## src/rtl/xfer_seq_pkg.sv

```systemverilog
package xfer_seq_pkg;

  typedef enum logic [1:0] {
    AM_INC_AFTER  = 2'd0,
    AM_INC_BEFORE = 2'd1,
    AM_DEC_AFTER  = 2'd2,
    AM_DEC_BEFORE = 2'd3
  } addr_mode_e;

  typedef enum logic [1:0] {
    SQ_IDLE = 2'd0,
    SQ_RUN  = 2'd1,
    SQ_DONE = 2'd2
  } seq_state_e;

endpackage

```

## src/rtl/xfer_seq_plan.sv

```systemverilog
module xfer_seq_plan
  import xfer_seq_pkg::*;
#(
  parameter int ADDR_W     = 32,
  parameter int LIST_W     = 16,
  parameter int WORD_BYTES = 4,
  localparam int CNT_W     = $clog2(LIST_W + 1)
) (
  input  logic [ADDR_W-1:0] base_i,
  input  logic [LIST_W-1:0] list_i,
  input  logic [1:0]        mode_i,
  output logic [CNT_W-1:0]  count_o,
  output logic [ADDR_W-1:0] first_addr_o,
  output logic [ADDR_W-1:0] new_base_o
);

  function automatic logic [CNT_W-1:0] count_bits(input logic [LIST_W-1:0] v);
    logic [CNT_W-1:0] acc;
    acc = '0;
    for (int i = 0; i < LIST_W; i++) acc = acc + CNT_W'(v[i]);
    return acc;
  endfunction

  function automatic logic [ADDR_W-1:0] span_bytes(input logic [CNT_W-1:0] n);
    return ADDR_W'(n) * ADDR_W'(WORD_BYTES);
  endfunction

  logic [ADDR_W-1:0] span;
  logic [ADDR_W-1:0] step;
  addr_mode_e        mode;

  assign mode    = addr_mode_e'(mode_i);
  assign count_o = count_bits(list_i);
  assign span    = span_bytes(count_o);
  assign step    = ADDR_W'(WORD_BYTES);

  always_comb begin
    unique case (mode)
      AM_INC_AFTER:  first_addr_o = base_i;
      AM_INC_BEFORE: first_addr_o = base_i + step;
      AM_DEC_AFTER:  first_addr_o = base_i - span + step;
      default:       first_addr_o = base_i - span;
    endcase
  end

  assign new_base_o = mode_i[1] ? (base_i - span) : (base_i + span);

endmodule

```

## src/rtl/xfer_seq_pick.sv

```systemverilog
module xfer_seq_pick #(
  parameter int LIST_W = 16,
  localparam int IDX_W = $clog2(LIST_W)
) (
  input  logic [LIST_W-1:0] mask_i,
  output logic [LIST_W-1:0] hot_o,
  output logic [IDX_W-1:0]  idx_o,
  output logic              last_o
);

  logic [LIST_W-1:0] below;

  for (genvar g = 0; g < LIST_W; g++) begin : g_hot
    if (g == 0) begin : g_first
      assign below[g] = 1'b0;
    end else begin : g_rest
      assign below[g] = below[g-1] | mask_i[g-1];
    end
    assign hot_o[g] = mask_i[g] & ~below[g];
  end

  always_comb begin
    idx_o = '0;
    for (int i = 0; i < LIST_W; i++) begin
      if (hot_o[i]) idx_o = idx_o | IDX_W'(i);
    end
  end

  assign last_o = (|mask_i) && ((mask_i & ~hot_o) == '0);

endmodule

```

## src/rtl/xfer_addr_seq.sv

```systemverilog
module xfer_addr_seq
  import xfer_seq_pkg::*;
#(
  parameter int ADDR_W     = 32,
  parameter int LIST_W     = 16,
  parameter int WORD_BYTES = 4,
  localparam int IDX_W     = $clog2(LIST_W),
  localparam int CNT_W     = $clog2(LIST_W + 1)
) (
  input  logic              clk,
  input  logic              rst_n,
  input  logic              start_i,
  input  logic [ADDR_W-1:0] base_i,
  input  logic [LIST_W-1:0] reglist_i,
  input  logic [1:0]        mode_i,
  input  logic              wback_i,
  input  logic              load_i,
  output logic              busy_o,
  output logic              xfer_valid_o,
  input  logic              xfer_ready_i,
  output logic [ADDR_W-1:0] xfer_addr_o,
  output logic [IDX_W-1:0]  xfer_reg_o,
  output logic              xfer_last_o,
  output logic              pc_load_o,
  output logic              done_o,
  output logic              wb_valid_o,
  output logic [ADDR_W-1:0] wb_base_o
);

  seq_state_e        state_q;
  logic [LIST_W-1:0] mask_q;
  logic [ADDR_W-1:0] addr_q;
  logic [ADDR_W-1:0] wb_q;
  logic              wback_q;
  logic              load_q;

  logic [CNT_W-1:0]  plan_count;
  logic [ADDR_W-1:0] plan_first;
  logic [ADDR_W-1:0] plan_wb;
  logic [LIST_W-1:0] pick_hot;
  logic [IDX_W-1:0]  pick_idx;
  logic              pick_last;

  // named events for the checker
  logic seq_launch;
  logic hs_fire;
  logic seq_finish;

  xfer_seq_plan #(
    .ADDR_W(ADDR_W), .LIST_W(LIST_W), .WORD_BYTES(WORD_BYTES)
  ) u_plan (
    .base_i      (base_i),
    .list_i      (reglist_i),
    .mode_i      (mode_i),
    .count_o     (plan_count),
    .first_addr_o(plan_first),
    .new_base_o  (plan_wb)
  );

  xfer_seq_pick #(.LIST_W(LIST_W)) u_pick (
    .mask_i(mask_q),
    .hot_o (pick_hot),
    .idx_o (pick_idx),
    .last_o(pick_last)
  );

  assign seq_launch = (state_q == SQ_IDLE) && start_i;
  assign hs_fire    = xfer_valid_o && xfer_ready_i;
  assign seq_finish = hs_fire && pick_last;

  always_ff @(posedge clk) begin
    if (!rst_n) begin
      state_q <= SQ_IDLE;
      mask_q  <= '0;
      addr_q  <= '0;
      wb_q    <= '0;
      wback_q <= 1'b0;
      load_q  <= 1'b0;
    end else begin
      unique case (state_q)
        SQ_IDLE: begin
          if (seq_launch) begin
            mask_q  <= reglist_i;
            addr_q  <= plan_first;
            wb_q    <= plan_wb;
            wback_q <= wback_i;
            load_q  <= load_i;
            state_q <= (plan_count == '0) ? SQ_DONE : SQ_RUN;
          end
        end
        SQ_RUN: begin
          if (hs_fire) begin
            mask_q <= mask_q & ~pick_hot;
            addr_q <= addr_q + ADDR_W'(WORD_BYTES);
            if (pick_last) state_q <= SQ_DONE;
          end
        end
        default: state_q <= SQ_IDLE;
      endcase
    end
  end

  assign busy_o       = (state_q != SQ_IDLE);
  assign xfer_valid_o = (state_q == SQ_RUN);
  assign xfer_addr_o  = addr_q;
  assign xfer_reg_o   = pick_idx;
  assign xfer_last_o  = xfer_valid_o && pick_last;
  assign pc_load_o    = xfer_valid_o && load_q && pick_last && mask_q[LIST_W-1];
  assign done_o       = (state_q == SQ_DONE);
  assign wb_valid_o   = done_o && wback_q;
  assign wb_base_o    = wb_q;

endmodule

```

## config.mk

```make
export PLATFORM = sky130hd
export DESIGN_NAME = xfer_addr_seq
export DESIGN_NICKNAME = d
export VERILOG_FILES = /design/src/rtl/xfer_seq_pkg.sv /design/src/rtl/xfer_seq_plan.sv /design/src/rtl/xfer_seq_pick.sv /design/src/rtl/xfer_addr_seq.sv
export SDC_FILE = /design/constraint.sdc
export NUM_CORES = 1
export LEC_CHECK = 0
export BUFFER_PORTS_ARGS = -buffer_cell sky130_fd_sc_hd__buf_2
export CORE_MARGIN = 5
export CORE_UTILIZATION = 30
export DETAILED_ROUTE_END_ITERATION = 12
export GPL_ROUTABILITY_DRIVEN = 0
export GPL_TIMING_DRIVEN = 0
export PLACE_DENSITY = 0.49
export SLEW_MARGIN = 5
export SYNTH_ARGS = -nofsm -noshare
export SYNTH_HDL_FRONTEND = slang
export SYNTH_SLANG_ARGS = --single-unit
```

## constraint.sdc

```tcl
create_clock -name clk -period 7.6 [get_ports clk]
set_input_delay 1.52 -clock clk [delete_from_list [all_inputs] [get_ports clk]]
set_output_delay 1.52 -clock clk [all_outputs]
set_load 0.005 [all_outputs]
```

# Word level (Yosys, flattened, before mapping)
# Cells that the tools add are included.
# op_classes
addsub	20
n_eq_ne	7
n_mux	28
n_bitwise	46
n_reduce_logical	18
# ops
cell	n
adder 32 x 3 -> 32 bit (second input constant)	3
two-way mux 32 bit	3
one-hot mux 32 bit (3 select lines)	1
adder 5 x 1 -> 5 bit	14
one-hot mux 32 bit (2 select lines)	1
adder 32 x 7 -> 32 bit	1
two-way mux 16 bit	2
two-way mux 4 bit	8
one-hot mux 16 bit (2 select lines)	1
subtractor 32 x 7 -> 32 bit	1
bitwise AND 16 bit	1
zero test 16 bit	1
NOT 16 bit	1
OR reduction 16 bit	1
bitwise AND 1 bit	15
NOT 1 bit	15
bitwise OR 1 bit	14
two-way mux 2 bit	6
two-way mux 3 bit	4
logical AND 1 bit	8
AND reduction 3 bit	2
zero test 5 bit	1
== test 2 x 1 -> 1 bit (second input constant)	2
== test 2 bit (second input constant)	2
other kinds (8)	11
# word_totals
ff_bits	84
input_bits	56
out_inout_bits	74
elab_cells	125

# Depth between registers and ports, before layout
# depth
ltp_word	23
ltp_mapped	26
ltp_nobuf	25

# Modules after synthesis
# From an unflattened synthesis, not the netlist that was laid out.
# hier_totals
hier_cells	1184
hier_area_um2	8385.5
# modules_own_cells
module	n_inst	cells_each	area_each_um2	seq_area_each_um2
xfer_addr_seq	1	518	3980.1	1681.6
xfer_seq_plan	1	595	3953.8	0.0
xfer_seq_pick	1	71	451.7	0.0

# Least setup slack after synthesis
# OpenSTA, ideal clock, no wires.
# synth_timing
path_type	input-to-reg
start	in reglist_i[0]
end	reg addr_q[24], in the netlist xfer_addr_o[24]
setup_ps	86
t_arrival_ps	7761
required_time_ps	7514
slack_ps	-246
stages	23
path_buffers	1
path_cell_list	ha_1 > inv_1 > fa_1 > inv_1 > fa_1 > fa_1 > inv_1 > fa_1 > fa_1 > fa_1 > inv_1 > fa_1 > or2_1 > a211oi_1 > buf_2 > o21ai_0 > a22oi_1 > nand4_1 > nor3_1 > nor4b_1 > o21ai_0 > xnor2_1 > a211oi_1
# synth_via
elab_chain_cells	20
# synth_lines
item	line	source
start, declared	xfer_addr_seq.sv:14	input logic [LIST_W-1:0] reglist_i,
adder 1 x 1 -> 2 bit (*)	xfer_seq_plan.sv:20	for (int i = 0; i < LIST_W; i++) acc = acc + CNT_W'(v[i]);
adder 5 x 1 -> 5 bit (*) (14 in series)	xfer_seq_plan.sv:20	
subtractor 32 x 7 -> 32 bit (*)	xfer_seq_plan.sv:41, xfer_seq_plan.sv:42	
adder 32 x 3 -> 32 bit	xfer_seq_plan.sv:41	AM_DEC_AFTER: first_addr_o = base_i - span + step;
one-hot mux 32 bit (3 select lines) (*)	xfer_seq_plan.sv:38	unique case (mode)
two-way mux 32 bit (*)	xfer_addr_seq.sv:82	if (seq_launch) begin
one-hot mux 32 bit (2 select lines) (*)	xfer_addr_seq.sv:80	unique case (state_q)
end signal, assigned	xfer_addr_seq.sv:84	addr_q <= plan_first;
end signal, assigned	xfer_addr_seq.sv:94	addr_q <= addr_q + ADDR_W'(WORD_BYTES);
end, declared	xfer_addr_seq.sv:32	logic [ADDR_W-1:0] addr_q;
# Every way passes the cells marked *; elsewhere a longest branch is shown, timed or not. The select of a mux whose other input is x is not followed.
# A chain may end at the register's enable or synchronous reset.

# Final worst setup path
# layout_timing
start	in reglist_i[0]
end	reg addr_q[23], in the netlist xfer_addr_o[23]
# The elaborated chain is that of the path after synthesis.

==> impl_metrics.env <==
export IMPL_cts_sinks=84
export IMPL_peakVddDrop_mv=0.1710
export IMPL_cts_buffers=9
export IMPL_die_width_um=175.9
export IMPL_fillers=2941
export IMPL_fin_total_pwr_mw=3.053
export IMPL_wl_met2_mm=15.77
export IMPL_cts_root_buffer="clkbuf_16"
export IMPL_grt_pass1_vias=9146
export IMPL_min_path_type="flip-flop to flip-flop"
export IMPL_drc_errors=0
export IMPL_utilization_pct=38.21
export IMPL_report_final_slew_viol_count=0
export IMPL_die_y_um=175.9
export IMPL_final_setup_viol_count=2
export IMPL_synth_seq_cells=84
export IMPL_ys_async_sr_fraction_pct=0
export IMPL_netlist_area_mm2=0.008255
export IMPL_power_switching_mw=1.460
export IMPL_wl_mm=36.14
export IMPL_grt_pass1_wl_mm=55.12
export IMPL_hold_viol=0
export IMPL_wl_per_cell_um=21.23
export IMPL_avgSynthCellArea_um2=6.908
export IMPL_max_slew_margin_pct=28.74
export IMPL_place_area_mm2=0.009294
export IMPL_grt_start_max_net_pins=16
export IMPL_syn_inst=1195
export IMPL_first_pass_iters=6
export IMPL_clk_insertion_delay_late_ns=0.36
export IMPL_post_route_cell_area_mm2=0.01033
export IMPL_maxCapViolCount=0
export IMPL_cts_htree_levels=3
export IMPL_arrival_ns=7.94
export IMPL_antenna_found_initial=2
export IMPL_final_cell_mix="nand2_1, buf_2, nor2_1, o21ai_0, dfxtp_1"
export IMPL_outcome="finished with violations"
export IMPL_instances_no_fill=1702
export IMPL_dieArea_mm2=0.03094
export IMPL_p_int_mw=1.592
export IMPL_io_pins=130
export IMPL_finalClockSkew_ns=0.009752
export IMPL_cp_start_kind="primary input"
export IMPL_rsz0062_at_grt="yes"
export IMPL_synthTopCellsByArea="dfxtp_1, nand2_1, o21ai_0"
export IMPL_p_leak_nw=3.959
export IMPL_port_buffers=114
export IMPL_fin_ws_ns=-0.1056
export IMPL_drive_gt1_share_pct=19.34
export IMPL_hold_buffers=0
export IMPL_area_growth_pct=25.10
export IMPL_synth_top_area_share_pct=20.37
export IMPL_synth_edf_count=0
export IMPL_grt_ovfl_total=0
export IMPL_failed_checks="negative setup slack"
export IMPL_final_common_cell="nand2_1"
export IMPL_synth_nets=1283
export IMPL_dp_slack_ns=-1.227
export IMPL_synth_distinct_cells=80
export IMPL_setup_tns_ns=-0.1903
export IMPL_vias=9632
export IMPL_ant_nets=0
export IMPL_criticalPathCategory="primary input to flip-flop"
export IMPL_pwr_share_clk_pct=15.5
export IMPL_powerDensity_mw_per_mm2=295.6
export IMPL_path_max_fanout=7
export IMPL_yosys_area_top_type="dfxtp_1"
export IMPL_post_route_period_util_pct=101.4
export IMPL_clkSlewWorstSetupHoldPaths_ns=0.08
export IMPL_via_per_inst=5.659
export IMPL_p_comb_share_pct=63.4
export IMPL_drt_initial_drc_count=1082
export IMPL_rrSetupSlack_ns=4.25
export IMPL_start_util_pct=30.55
export IMPL_sw_frac_of_total_pct=47.84
export IMPL_max_clock_path_buffers=2
export IMPL_placed_cells=1650
export IMPL_cts_tree="built"
export IMPL_power_frac_seq_pct=21.1
export IMPL_highest_layer="met5"
export IMPL_synth_main_ff_cell="dfxtp_1"
export IMPL_cp_end_kind="flip-flop"
export IMPL_tightest_slew_ns=1.067
export IMPL_yosys_warnings=0
export IMPL_crit_required_ns=7.83
export IMPL_final_min_clock_period_ns=7.706
export IMPL_wl_met1_mm=16.45
export IMPL_whs_ns=0.4610
export IMPL_num_rows=60
export IMPL_fmax_mhz=129.8
export IMPL_ys_seq_area_share_pct=20.37
export IMPL_track_usage_pct=22.77
export IMPL_met3RoutedLength_mm=2.996
export IMPL_finalNetCount=1443
export IMPL_place_detailed_hpwl_mm=27.60
export IMPL_core_area_mm2=0.02703
==> routing by layer <==
metal | GRT usage [%] | vias to the layer above
met3 | 4.843 | 59
met5 | 0 | -
met4 | 5.945 | 2
met2 | 35.38 | 436
met1 | 32.07 | 4558
li1 | - | 4577
==> cell usage after synthesis (4+ instances only) <==
library cell / instances
a21o_1: 14
nand2_1: 167
or4_1: 4
nor3_1: 38
o22ai_1: 12
o21ai_0: 98
a31oi_1: 14
o221ai_1: 6
o2111ai_1: 6
o21a_1: 11
buf_2: 4
a211oi_1: 11
a221oi_1: 8
nor2_1: 98
fa_1: 12
nand3_1: 42
nand4_1: 14
nor3b_1: 6
nand2b_1: 8
and3_1: 18
inv_1: 43
a32oi_1: 5
xor2_1: 38
nor2b_1: 25
a21oi_1: 81
or3_1: 12
ha_1: 20
buf_1: 11
o31ai_1: 9
xnor2_1: 48
a22oi_1: 20
a21boi_0: 14
nor4_1: 17
mux2i_1: 4
and4_1: 4
dfxtp_1: 84
clkbuf_1: 72
and2_1: 29
o211ai_1: 6
==> logic make-up after synthesis <==
group	after synthesis	share of synthesized area [%]
simple gates	503	30.30
compound gates	350	27.11
buf+inv	134	6.426
xor+xnor	86	9.124
fa+ha+maj	34	6.184
mux	4	0.4850
flops	84	20.37
==> critical path, stage by stage <==
cell	delay (ns)
buf_8	0.10
ha_4	0.25
inv_2	0.03
fa_1	0.49
inv_2	0.04
fa_1	0.47
fa_1	0.51
inv_2	0.04
fa_1	0.45
fa_2	0.36
fa_2	0.59
inv_4	0.06
fa_2	0.36
or2_4	0.26
a211oi_4	0.33
buf_6	0.20
o31ai_4	0.08
a22oi_2	0.19
a21bo_1	0.24
or4_4	0.56
nand2b_4	0.22
xor2_1	0.16
a311oi_1	0.31
nor2_1	0.08
==> final timing paths <==
| check | start | to | depth (start not counted) |
|---|---|---|---|
| min | wb_base_o[9] | wb_base_o[9] | 2 |
| max | reglist_i[0] | xfer_addr_o[23] | 24 |
| max reg2reg | state_q[1] | xfer_addr_o[23] | 10 |
| min reg2reg | wb_base_o[9] | wb_base_o[9] | 2 |
==> area by class of cell <==
class | count | area [um^2] | area share [%]
clock inverters | 6 | 72.57 | 0.7027
flip-flops and latches | 84 | 1682 | 16.28
plain buffers | 88 | 364.1 | 3.526
clock buffers | 10 | 229.0 | 2.217
repair buffers | 151 | 880.8 | 8.529
multi-input cells | 977 | 6502 | 62.96
inverters | 44 | 167.7 | 1.623
diodes | 1 | 2.502 | 0.02423
well taps | 341 | 426.7 | 4.131
==> timing repair <==
action | in CTS | in global routing
endpoints found under the setup margin | 28 | 27
buffers inserted | 19 | 18
pin swaps | 35 | 33
gates resized for setup | 69 | 29
==> power groups by stage <==
stage	Combinational [mW]	Sequential, mW	Clock (mW)
final	1.94	0.643	0.474
after global routing	2.11	0.658	0.500
after CTS	1.80	0.640	0.483
after detailed placement	1.65	0.650	0
after global placement	1.65	0.649	0
after floorplan	1.11	0.630	0
==> sequential cells by signal (all words and copies together) (netlist names) <==
name and count:
wb_base_o 32, wback_q 1, mask_q 16, state_q 2, load_q 1, xfer_addr_o 32
Note: power is estimated with default switching activity, not from simulation.
